$ cat src/rtl/log_sc_pkg.sv
package log_sc_pkg;
  typedef enum logic [1:0] {
    LC_ARITH = 2'd0,
    LC_QNAN  = 2'd1,
    LC_PINF  = 2'd2,
    LC_NINF  = 2'd3
  } lc_cls_e;
endpackage

$ cat src/rtl/log_sc_classify.sv
module log_sc_classify
  import log_sc_pkg::*;
#(
  parameter int EXP_W = 11,
  parameter int MAN_W = 52
) (
  input  logic                   clk,
  input  logic                   rst,
  input  logic                   in_valid,
  input  logic [EXP_W+MAN_W:0]   operand,
  output logic                   cls_valid,
  output lc_cls_e                cls_q
);
  localparam int W = 1 + EXP_W + MAN_W;

  logic             sgn;
  logic [EXP_W-1:0] ex;
  logic [MAN_W-1:0] mn;
  logic             exp_ones, exp_zero, man_zero;
  lc_cls_e          cls_d;

  assign sgn      = operand[W-1];
  assign ex       = operand[W-2:MAN_W];
  assign mn       = operand[MAN_W-1:0];
  assign exp_ones = &ex;
  assign exp_zero = (ex == '0);
  assign man_zero = (mn == '0);

  // Priority: NaN, then zero of either sign, then any other negative, then +inf.
  always_comb begin
    if (exp_ones && !man_zero)      cls_d = LC_QNAN;
    else if (exp_zero && man_zero)  cls_d = LC_NINF;
    else if (sgn)                   cls_d = LC_QNAN;
    else if (exp_ones)              cls_d = LC_PINF;
    else                            cls_d = LC_ARITH;
  end

  always_ff @(posedge clk) begin
    if (rst) cls_valid <= 1'b0;
    else     cls_valid <= in_valid;
    cls_q <= cls_d;
  end


  neg_to_nan_chk: assert property (@(posedge clk) disable iff (rst)
    (operand[W-1] && operand[W-2:0] != '0) |=> cls_q == LC_QNAN);

  zero_to_ninf_chk: assert property (@(posedge clk) disable iff (rst)
    (operand[W-2:0] == '0) |=> cls_q == LC_NINF);

  finite_pos_arith_chk: assert property (@(posedge clk) disable iff (rst)
    (!operand[W-1] && operand[W-2:0] != '0 && !(&operand[W-2:MAN_W])) |=> cls_q == LC_ARITH);
endmodule

$ cat src/rtl/log_sc_delay.sv
module log_sc_delay
  import log_sc_pkg::*;
#(
  parameter int STAGES = 20
) (
  input  logic    clk,
  input  logic    rst,
  input  logic    v_i,
  input  lc_cls_e cls_i,
  output logic    v_o,
  output lc_cls_e cls_o
);
  logic    v_q   [STAGES];
  lc_cls_e cls_r [STAGES];

  for (genvar i = 0; i < STAGES; i++) begin : g_stage
    if (i == 0) begin : g_head
      always_ff @(posedge clk) begin
        if (rst) v_q[i] <= 1'b0;
        else     v_q[i] <= v_i;
        cls_r[i] <= cls_i;
      end
    end else begin : g_body
      always_ff @(posedge clk) begin
        if (rst) v_q[i] <= 1'b0;
        else     v_q[i] <= v_q[i-1];
        cls_r[i] <= cls_r[i-1];
      end
    end
  end

  assign v_o   = v_q[STAGES-1];
  assign cls_o = cls_r[STAGES-1];


  delay_head_follow_chk: assert property (@(posedge clk) disable iff (rst)
    v_i |=> v_q[0]);
endmodule

$ cat src/rtl/log_sc_outmux.sv
module log_sc_outmux
  import log_sc_pkg::*;
#(
  parameter int EXP_W = 11,
  parameter int MAN_W = 52
) (
  input  logic                 clk,
  input  logic                 rst,
  input  logic                 valid_i,
  input  lc_cls_e              cls_i,
  input  logic [EXP_W+MAN_W:0] approx_i,
  output logic                 out_valid,
  output logic                 out_special,
  output logic [EXP_W+MAN_W:0] out_result
);
  localparam int W = 1 + EXP_W + MAN_W;
  localparam logic [W-1:0] QNAN_V = {1'b0, {EXP_W{1'b1}}, 1'b1, {(MAN_W-1){1'b0}}};
  localparam logic [W-1:0] PINF_V = {1'b0, {EXP_W{1'b1}}, {MAN_W{1'b0}}};
  localparam logic [W-1:0] NINF_V = {1'b1, {EXP_W{1'b1}}, {MAN_W{1'b0}}};

  logic [W-1:0] repl;

  always_comb begin
    case (cls_i)
      LC_QNAN: repl = QNAN_V;
      LC_PINF: repl = PINF_V;
      LC_NINF: repl = NINF_V;
      default: repl = '0;
    endcase
  end

  always_ff @(posedge clk) begin
    if (rst) begin
      out_valid   <= 1'b0;
      out_special <= 1'b0;
      out_result  <= '0;
    end else begin
      out_valid   <= valid_i;
      out_special <= (cls_i != LC_ARITH);
      out_result  <= (cls_i != LC_ARITH) ? repl : approx_i;
    end
  end


  special_exp_full_chk: assert property (@(posedge clk) disable iff (rst)
    (out_valid && out_special) |-> (&out_result[W-2:MAN_W]));

  arith_selects_path_chk: assert property (@(posedge clk) disable iff (rst)
    (valid_i && cls_i == LC_ARITH) |=> (out_valid && !out_special));
endmodule

$ cat src/rtl/log_special_path.sv
module log_special_path
  import log_sc_pkg::*;
#(
  parameter int EXP_W = 11,
  parameter int MAN_W = 52,
  parameter int DEPTH = 22
) (
  input  logic                 clk,
  input  logic                 rst,
  input  logic                 in_valid,
  input  logic [EXP_W+MAN_W:0] in_operand,
  input  logic [EXP_W+MAN_W:0] approx_in,
  output logic                 out_valid,
  output logic                 out_special,
  output logic [EXP_W+MAN_W:0] out_result
);
  localparam int MID   = DEPTH - 2;
  localparam int CNT_W = $clog2(DEPTH + 1);

  logic    c_valid, d_valid;
  lc_cls_e c_cls, d_cls;

  log_sc_classify #(.EXP_W(EXP_W), .MAN_W(MAN_W)) u_cls (
    .clk(clk), .rst(rst), .in_valid(in_valid), .operand(in_operand),
    .cls_valid(c_valid), .cls_q(c_cls));

  log_sc_delay #(.STAGES(MID)) u_dly (
    .clk(clk), .rst(rst), .v_i(c_valid), .cls_i(c_cls),
    .v_o(d_valid), .cls_o(d_cls));

  log_sc_outmux #(.EXP_W(EXP_W), .MAN_W(MAN_W)) u_mux (
    .clk(clk), .rst(rst), .valid_i(d_valid), .cls_i(d_cls),
    .approx_i(approx_in), .out_valid(out_valid),
    .out_special(out_special), .out_result(out_result));

  // Checker-side count of cycles since reset, saturating at DEPTH.
  logic [CNT_W-1:0] since_rst;
  always_ff @(posedge clk) begin
    if (rst)                              since_rst <= '0;
    else if (since_rst < CNT_W'(DEPTH))   since_rst <= since_rst + 1'b1;
  end


  no_early_valid_chk: assert property (@(posedge clk) disable iff (rst)
    (since_rst < CNT_W'(DEPTH)) |-> !out_valid);

  stage_one_follow_chk: assert property (@(posedge clk) disable iff (rst)
    in_valid |=> c_valid);
endmodule

$ cat config.mk
export PLATFORM = sky130hd
export DESIGN_NAME = log_special_path
export DESIGN_NICKNAME = d
export VERILOG_FILES = /design/src/rtl/log_sc_pkg.sv /design/src/rtl/log_sc_classify.sv /design/src/rtl/log_sc_delay.sv /design/src/rtl/log_sc_outmux.sv /design/src/rtl/log_special_path.sv
export SDC_FILE = /design/constraint.sdc
export NUM_CORES = 1
export LEC_CHECK = 0
export BUFFER_PORTS_ARGS = -buffer_cell sky130_fd_sc_hd__buf_2
export CORE_ASPECT_RATIO = 0.9
export CORE_UTILIZATION = 40
export CTS_BUF_LIST = sky130_fd_sc_hd__clkbuf_8
export DETAILED_ROUTE_END_ITERATION = 10
export PLACE_DENSITY = 0.74
export SLEW_MARGIN = 20
export SYNTH_ARGS = -nofsm -noshare
export SYNTH_HDL_FRONTEND = slang
export SYNTH_SLANG_ARGS = --single-unit
$ cat constraint.sdc
create_clock -name clk -period 1.3 [get_ports clk]
set_input_delay 0.13 -clock clk [delete_from_list [all_inputs] [get_ports clk]]
set_output_delay 0.13 -clock clk [all_outputs]
set_load 0.05 [all_outputs]
# --- After elaboration in Yosys (flattened, before gate mapping) ---
# Memory sizes are Yosys's and may differ from the RTL's. A register that Yosys moved wholly into a read port is not among the register bits.
# Index checks and enable logic that the tools add are counted.
op_classes:
  muxes: 28
  n_reduce_logical: 8
  bitwise: 20
  eq_ne: 3
op_table:
  columns: ["operator", "n"]
  rows:
  - ["$pmux 64 s3", 1]
  - ["$mux 64", 1]
  - ["$logic_not 52->1", 1]
  - ["$mux 1", 23]
  - ["$or 1x1->1", 20]
  - ["$logic_not 11->1", 1]
  - ["$reduce_and 11->1", 1]
  - ["$mux 2", 3]
  - ["$eq 2x2->1 const B", 2]
  - ["$reduce_or 3->1", 1]
  - ["$eq 2x1->1 const B", 1]
  - ["$logic_and 1x1->1", 2]
  - ["$reduce_bool 2->1", 1]
  - ["$logic_not 1->1", 1]
word_totals:
  mem_bits_rw: 60
  memories: 2
  output_inout_bits: 66
  inputBits: 131
  register_bits: 68
mem_list:
  columns: ["name", "words", "word_bits", "read_ports", "rd_clocked_by_memory_dff", "write_ports", "line_no", "rtl"]
  rows:
  - ["u_dly.cls_r", 20, 2, 20, 0, 20, "log_sc_delay.sv:14", "lc_cls_e cls_r [STAGES];"]
  - ["u_dly.v_q", 20, 1, 20, 1, 20, "log_sc_delay.sv:13", "logic v_q [STAGES];"]

# --- Depth between registers and ports, before layout ---
# Gate-level depths: netlist of run 1.
logic_depth:
  word_depth: 4
  depth_mapped: 4

# --- Modules after synthesis ---
# From an unflattened synthesis of run 1, not the netlist that was laid out.
hier_totals:
  hier_cells: 275
  area_unflattened_um2: 3533.4
by_module_without_submodules:
  columns: ["mod", "n_inst", "area_each_um2", "cells_each"]
  rows:
  - ["log_sc_outmux", 1, 1831.8, 156]
  - ["log_sc_delay", 1, 1433.9, 84]
  - ["log_sc_classify", 1, 267.8, 35]

# --- Worst setup path before layout of run 1 ---
# OpenSTA, ideal clock, no wires.
synth_path:
  path_type: "in2reg"
  from: "input port in_operand[1]"
  to: "register u_cls.cls_q[0]"
  cell_stages: 4
  path_buffers: 0
  slack_ps: 191
  t_arrival_ps: 1037
  setup_ps: 72
  cell_sequence: "nor4_1 > nand4_1 > nor4_2 > mux2i_1"
synth_via:
  elab_chain_cells: 4
synth_rtl:
  columns: ["element", "line_no", "rtl"]
  rows:
  - ["start, declared", "log_special_path.sv:11", "input logic [EXP_W+MAN_W:0] in_operand,"]
  - ["$logic_not 52->1 (*)", "log_sc_classify.sv:27", "assign man_zero = (mn == '0);"]
  - ["$logic_not 1->1", "log_sc_classify.sv:31", "if (exp_ones && !man_zero) cls_d = LC_QNAN;"]
  - ["$logic_and 1x1->1", "log_sc_classify.sv:31", null]
  - ["$reduce_or 3->1 (no line) (*)", null, null]
  - ["end signal, assigned", "log_sc_classify.sv:41", "cls_q <= cls_d;"]
  - ["end, declared", "log_sc_classify.sv:12", "output lc_cls_e cls_q"]
# Every way passes the cells marked *; elsewhere a longest branch is shown, timed or not.
# A chain may end at the register's enable or synchronous reset.

# --- Worst setup path in the final report of run 1 ---
layout_path:
  from: "register u_mux.out_result[6]"
  to: "output port out_result[6]"
layout_lines:
  columns: ["element", "line_no", "rtl"]
  rows:
  - ["start, declared", "log_sc_outmux.sv:14", "output logic [EXP_W+MAN_W:0] out_result"]
  - ["start signal, assigned", "log_sc_outmux.sv:40", "out_result <= (cls_i != LC_ARITH) ? repl : approx_i;"]
  - ["end, declared", "log_special_path.sv:15", "output logic [EXP_W+MAN_W:0] out_result"]
# No word-level cell between the ends.

==> results of run 1 <==
[registers in the layout (all words and copies together), names as in the netlist]
register           cells
u_dly.v_q             20
u_cls.cls_q            2
u_mux.out_special      1
u_dly.cls_r           40
u_mux.out_result      64
u_mux.out_valid        1
u_cls.cls_valid        1
[placed cells by master (no fill, tap or decap)]
cell type / count
buf_2: 196
dfxtp_1: 129
dlygate4sd3_1: 65
and2_1: 51
nor2b_1: 22
clkbuf_8: 17
nor4_1: 15
inv_1: 13
a21oi_1: 12
inv_6: 6
nand4_1: 4
nor2_1: 4
nor3_1: 3
clkinv_4: 3
clkinvlp_4: 3
nand3_1: 2
nor4_2: 2
nand2_1: 2
buf_4: 2
diode_2: 1
and3_1: 1
nand2_2: 1
mux2i_1: 1
nor3_4: 1
o21a_1: 1
or2_2: 1
bufinv_16: 1
inv_8: 1
buf_12: 1
[cell families after synthesis]
| family | Yosys count | share of synthesized area, % |
|---|---|---|
| AOI/OAI and AO/OA | 13 | 1.974 |
| buffers and inverters | 22 | 2.522 |
| DFF | 129 | 75.44 |
| muxes | 1 | 0.2924 |
| and+or+nand+nor | 109 | 19.77 |
[cell usage after synthesis, drive strengths merged, types with 2 or more instances]
cell | instances | area share, %
nand2 | 3 | 0.40
nand4 | 4 | 0.73
and2 | 51 | 9.3
inv | 12 | 1.3
clkbuf | 5 | 0.55
nand3 | 2 | 0.29
nor4 | 17 | 3.5
nor2 | 4 | 0.44
buf | 5 | 0.66
dfxtp | 129 | 75
nor3 | 4 | 0.73
a21oi | 12 | 1.8
nor2b | 22 | 4.0
[path summary, 6_finish.rpt]
path / to / start / cells past startpoint / slack, ns
setup / recovery: out_result[6] / u_mux.out_result[6] / 1 / 0.13
hold reg to reg: u_dly.cls_r[4][7] / u_dly.cls_r[4][5] / 0 / 0.32
setup reg to reg: u_mux.out_result[10] / u_dly.cls_r[4][7] / 3 / 0.26
hold / removal: u_cls.cls_q[0] / in_operand[63] / 3 / 0.04
[layer usage]
| metal | share of wire (%) | global-route usage [%] | vias up |
|---|---|---|---|
| li1 | - | - | 1426 |
| met1 | 33 | 16.88 | 1319 |
| met2 | 56 | 40.97 | 147 |
| met3 | 7.0 | 8.320 | 27 |
| met4 | 4.0 | 13.36 | 0 |
| met5 | 0 | 0 | - |
[stage by stage]
step	util (%)	worst slack (ns)	std cells	total power (W)	instance area, um2
floorplan	-	0.1911	274	0.004634	3423
global placement	55.57	-0.05229	578	0.004938	4548
detailed placement	55.57	-0.1514	578	0.004954	4548
CTS	68.17	0.1024	675	0.008272	5579
global route	68.20	0.05351	676	0.008567	5582
finish	68.20	0.1295	676	0.008226	5582
[cell type report]
class	count	area, um2	share of cell area, %
clock buffers	17	234.0	4.192
flip-flops and latches	129	2582	46.27
repair buffers	264	1667	29.86
clock inverters	15	146.4	2.623
diodes	1	2.502	0.04483
multi-input cells	123	760.7	13.63
inverters	12	45.04	0.8070
well taps	115	143.9	2.578
[power by group through the flow]
stage                     clock network (W)  logic, W  registers (W)
after floorplan                           0  0.000111        0.00452
after global placement                    0  0.000739        0.00420
after detailed placement                  0  0.000750        0.00420
after CTS                           0.00326  0.000904        0.00411
after global routing                0.00347  0.000973        0.00412
final                               0.00319  0.000922        0.00411
[repair_timing]
action,CTS,global route
endpoints found under the hold margin,65,0
hold buffers,65,0
setup buffers,0,0
==> flow_summary.yaml, run 1 <==
detailed_routing:
  first_iter_violations: 31
  drcViolationCount: 0
  drtPass1Iterations: 4
  ant_nets: 0
  vias: 2919
  via_per_inst: 4.318
  wl_um: 8982
  wire_per_inst_um: 13.29
die:
  die_w_um: 99.52
  die_h_um: 89.77
  rows: 31
  pin_count: 197
  core_area_um2: 8184
  start_util_pct: 41.83
  die_area_um2: 8933
grt:
  grt_start_max_net_pins: 52
  grt_overflow: 0
  grt_pass1_vias: 3082
  grt.total_usage_pct: 21.03
  antenna_found_initial: 1
  grt_pass1_wl_um: 13990
clocking:
  ctsResizeCount: 0
  cts_tree: "done"
  clock_path_buffers: 2
  ctsHtreeMaxLevel: 4
  numCtsBuffers: 17
  cts_root_buf: "clkbuf_8"
  clkSinkCount: 129
  clock_latency_ns: 0.42
  path_clk_slew_ns: 0.09
setup_path:
  start_kind: "flop"
  worstSetupEndpointType: "output port"
  cp_slowest_cell: "dfxtp_1"
  crit_arrival_ns: 1.04
  path_buf_inv: 1
  critPathMaxStageDelay_ns: 0.35
  critPathTopFamily: "flip-flops"
  crit_required_ns: 1.17
  crit_type: "flop to output port"
  crit_path_cell_trace: "buf_2"
  cp_max_fo: 1
power:
  comb_power_share_pct: 11.2
  peakVddDrop_uv: 791.8
  leakage_nw: 2.701
  powerDensity_nw_per_um2: 1474
  p_sw_share_pct: 26.74
  p_switching_w: 0.002200
  power_frac_seq_pct: 50.0
  intPower_w: 0.006026
  clkPwrFrac_pct: 38.8
sta:
  rsz0062_at_grt: "false"
  finalCritPeriodShare_pct: 90.03
  finalSetupTns_ns: 0
  clock_skew_ns: 0.01198
  finalHoldViolCount: 0
  period_needed_ns: 1.170
  slew_headroom_pct: 62.67
  max_freq_ghz: 0.8544
  finalMaxSlewViolations: 0
  setup_viol: 0
  whs_ns: 0.04326
  tightest_slew_ns: 0.5548
synth:
  yosysWarnings: 0
  synthFlopType: "dfxtp_1"
  ys_types: 21
  synth_area_per_cell_um2: 12.49
  synth-edff-count: 0
  syn_nets: 405
  post_synth_inst_count: 274
  ys_seq_area_share_pct: 75.44
  ys_ff_latch: 129
  synthArstFlopShare_pct: 0
  synth_area_um2: 3423
final_layout:
  nets: 678
  drive_above_1_share_pct: 41.96
  fill_cells: 615
  syn2layout_area_growth_pct: 63.05
flow_run:
  cap_violations: 0
min_path:
  min_path_type: "input port to flop"
placement:
  dp_hpwl_um: 5385
  port_buffers: 196
  place_congestion: 0.8378
outcome:
  status: "finished, final reports clean"
(Power assumes the default switching activity.)
==> inputs of run 2 (changes only) <==
==> constraint.sdc (replaced) <==
create_clock -name clk -period 1.25 [get_ports clk]
set_input_delay 0.125 -clock clk [delete_from_list [all_inputs] [get_ports clk]]
set_output_delay 0.125 -clock clk [all_outputs]
set_load 0.05 [all_outputs]
==> flow_summary.yaml, run 2 (synthesis results as in run 1) <==
outcome:
  status: "finished, final reports clean"
flow_run:
  cap_violations: 0
setup_path:
  cp_max_fo: 1
  critPathMaxStageDelay_ns: 0.35
  worstSetupEndpointType: "output port"
  path_buf_inv: 1
  r2r.worst_path.cells: 3
  crit_required_ns: 1.12
  crit_path_cell_trace: "buf_2"
  start_kind: "flop"
  cp_slowest_cell: "dfxtp_1"
  critPathTopFamily: "flip-flops"
  cp.depth: 1
  crit_arrival_ns: 1.05
  crit_type: "flop to output port"
grt:
  grt_pass1_wl_um: 13600
  grt.total_usage_pct: 20.20
  antenna_found_initial: 0
  grt_start_max_net_pins: 52
  grt_pass1_vias: 2936
  grt_overflow: 0
final_layout:
  fill_cells: 592
  design_area_um2: 5577
  final_common_cell: "buf_2"
  regMostFlops: "u_mux.out_result"
  final_cell_mix: "buf_2 (196), dfxtp_1 (129), dlygate4sd3_1 (67)"
  register_area_um2: 2582
  n_antenna_cell: 0
  utilization_pct: 68.14
  largest_reg_flops: 64
  nets: 680
  top_regs: "u_mux.out_result: 64 flops, u_dly.cls_r: 40 flops, u_dly.v_q: 20 flops"
  multiInputGateArea_um2: 760.7
  syn2layout_area_growth_pct: 62.90
  drive_above_1_share_pct: 41.81
detailed_routing:
  first_iter_violations: 43
  drtPass1Iterations: 6
  wire_per_inst_um: 12.82
  drcViolationCount: 0
  wl_um: 8682
  via_per_inst: 4.260
  ant_nets: 0
  vias: 2884
die:
  die_w_um: 99.52
  core_area_um2: 8184
  die_area_um2: 8933
  start_util_pct: 41.83
  pin_count: 197
  rows: 31
  die_h_um: 89.77
sta:
  finalMaxSlewViolations: 0
  tightest_slew_ns: 0.4626
  period_needed_ns: 1.171
  finalCritPeriodShare_pct: 93.64
  clock_skew_ns: 0.01106
  max_freq_ghz: 0.8543
  setup_viol: 0
  finalHoldViolCount: 0
  rsz0062_at_grt: "false"
  slew_headroom_pct: 68.87
clocking:
  cts_root_buf: "clkbuf_8"
  clkSinkCount: 129
  numCtsBuffers: 17
  path_clk_slew_ns: 0.08
  clock_path_buffers: 2
  clock_latency_ns: 0.42
  ctsHtreeMaxLevel: 4
  ctsResizeCount: 0
  cts_tree: "done"
min_path:
  min_path_cells: 5
  min_path_type: "input port to flop"
placement:
  place_congestion: 0.8344
  place_area_um2: 4548
  dp_hpwl_um: 5253
  port_buffers: 196
power:
  power_frac_seq_pct: 51.1
  p_sw_share_pct: 27.41
  total_power_w: 0.008366
  powerDensity_nw_per_um2: 1500
  p_switching_w: 0.002293
  clkPwrFrac_pct: 37.4
  leakage_nw: 2.696
  intPower_w: 0.006073
  comb_power_share_pct: 11.5
  peakVddDrop_uv: 895.5
## run 2: changes by cell type in the layout (fill, tap and decap cells not counted), sizes merged
cell,previous run,this run
bufinv,1,0
dlygate4sd3,65,67
diode,1,0
clkinv,3,2
inv,20,21
clkinvlp,3,4
## run 2: through the flow
step / TNS, ns / setup slack (ns) / instances / hold WS (ns)
after detailed placement: -0.2715 / -0.1697 / 578 / 0.3121
final: 0 / 0.07949 / 677 / 0.09402
after floorplan: 0 / 0.1461 / 274 / 0.2467
after CTS: 0 / 0.05346 / 677 / 0.06670
after global routing: 0 / 0.03128 / 677 / 0.08269
after global placement: -0.1731 / -0.1124 / 578 / 0.3116
## run 2: layer usage
layer / GRT usage, % / share of wire (%) / up-vias
met2: 40.16 / 56 / 141
met4: 9.804 / 2.9 / 0
met5: 0 / 0 / -
li1: - / - / 1431
met3: 7.465 / 6.8 / 21
met1: 17.09 / 35 / 1291
## run 2: area by class of cell
class                   instances  share of cell area [%]
clock inverters                15                   2.221
repair buffers                266                   30.24
multi-input cells             123                   13.64
flip-flops and latches        129                   46.31
inverters                      12                  0.8077
well taps                     115                   2.580
clock buffers                  17                   4.196
## run 2: path summary, 6_finish.rpt
path	startpoint	endpoint	slack (ns)
worst max-delay path	u_mux.out_result[9]	out_result[9]	0.08
worst min-delay path	in_operand[13]	u_cls.cls_q[1]	0.09
worst min register to register	u_dly.cls_r[3][6]	u_dly.cls_r[4][0]	0.32
worst max register to register	u_dly.cls_r[4][7]	u_mux.out_result[11]	0.21
## run 2: repair_timing
action,4_1_cts,5_1_grt
endpoints found under the hold margin,67,0
hold buffers,67,0
setup buffers,0,0
## run 2: power groups by stage
stage | Sequential [W] | Clock [W] | Combinational, W
CTS | 0.00428 | 0.00320 | 0.000943
detailed placement | 0.00437 | 0 | 0.000779
global placement | 0.00437 | 0 | 0.000769
finish | 0.00428 | 0.00313 | 0.000959
global route | 0.00429 | 0.00339 | 0.00102
floorplan | 0.00470 | 0 | 0.000116
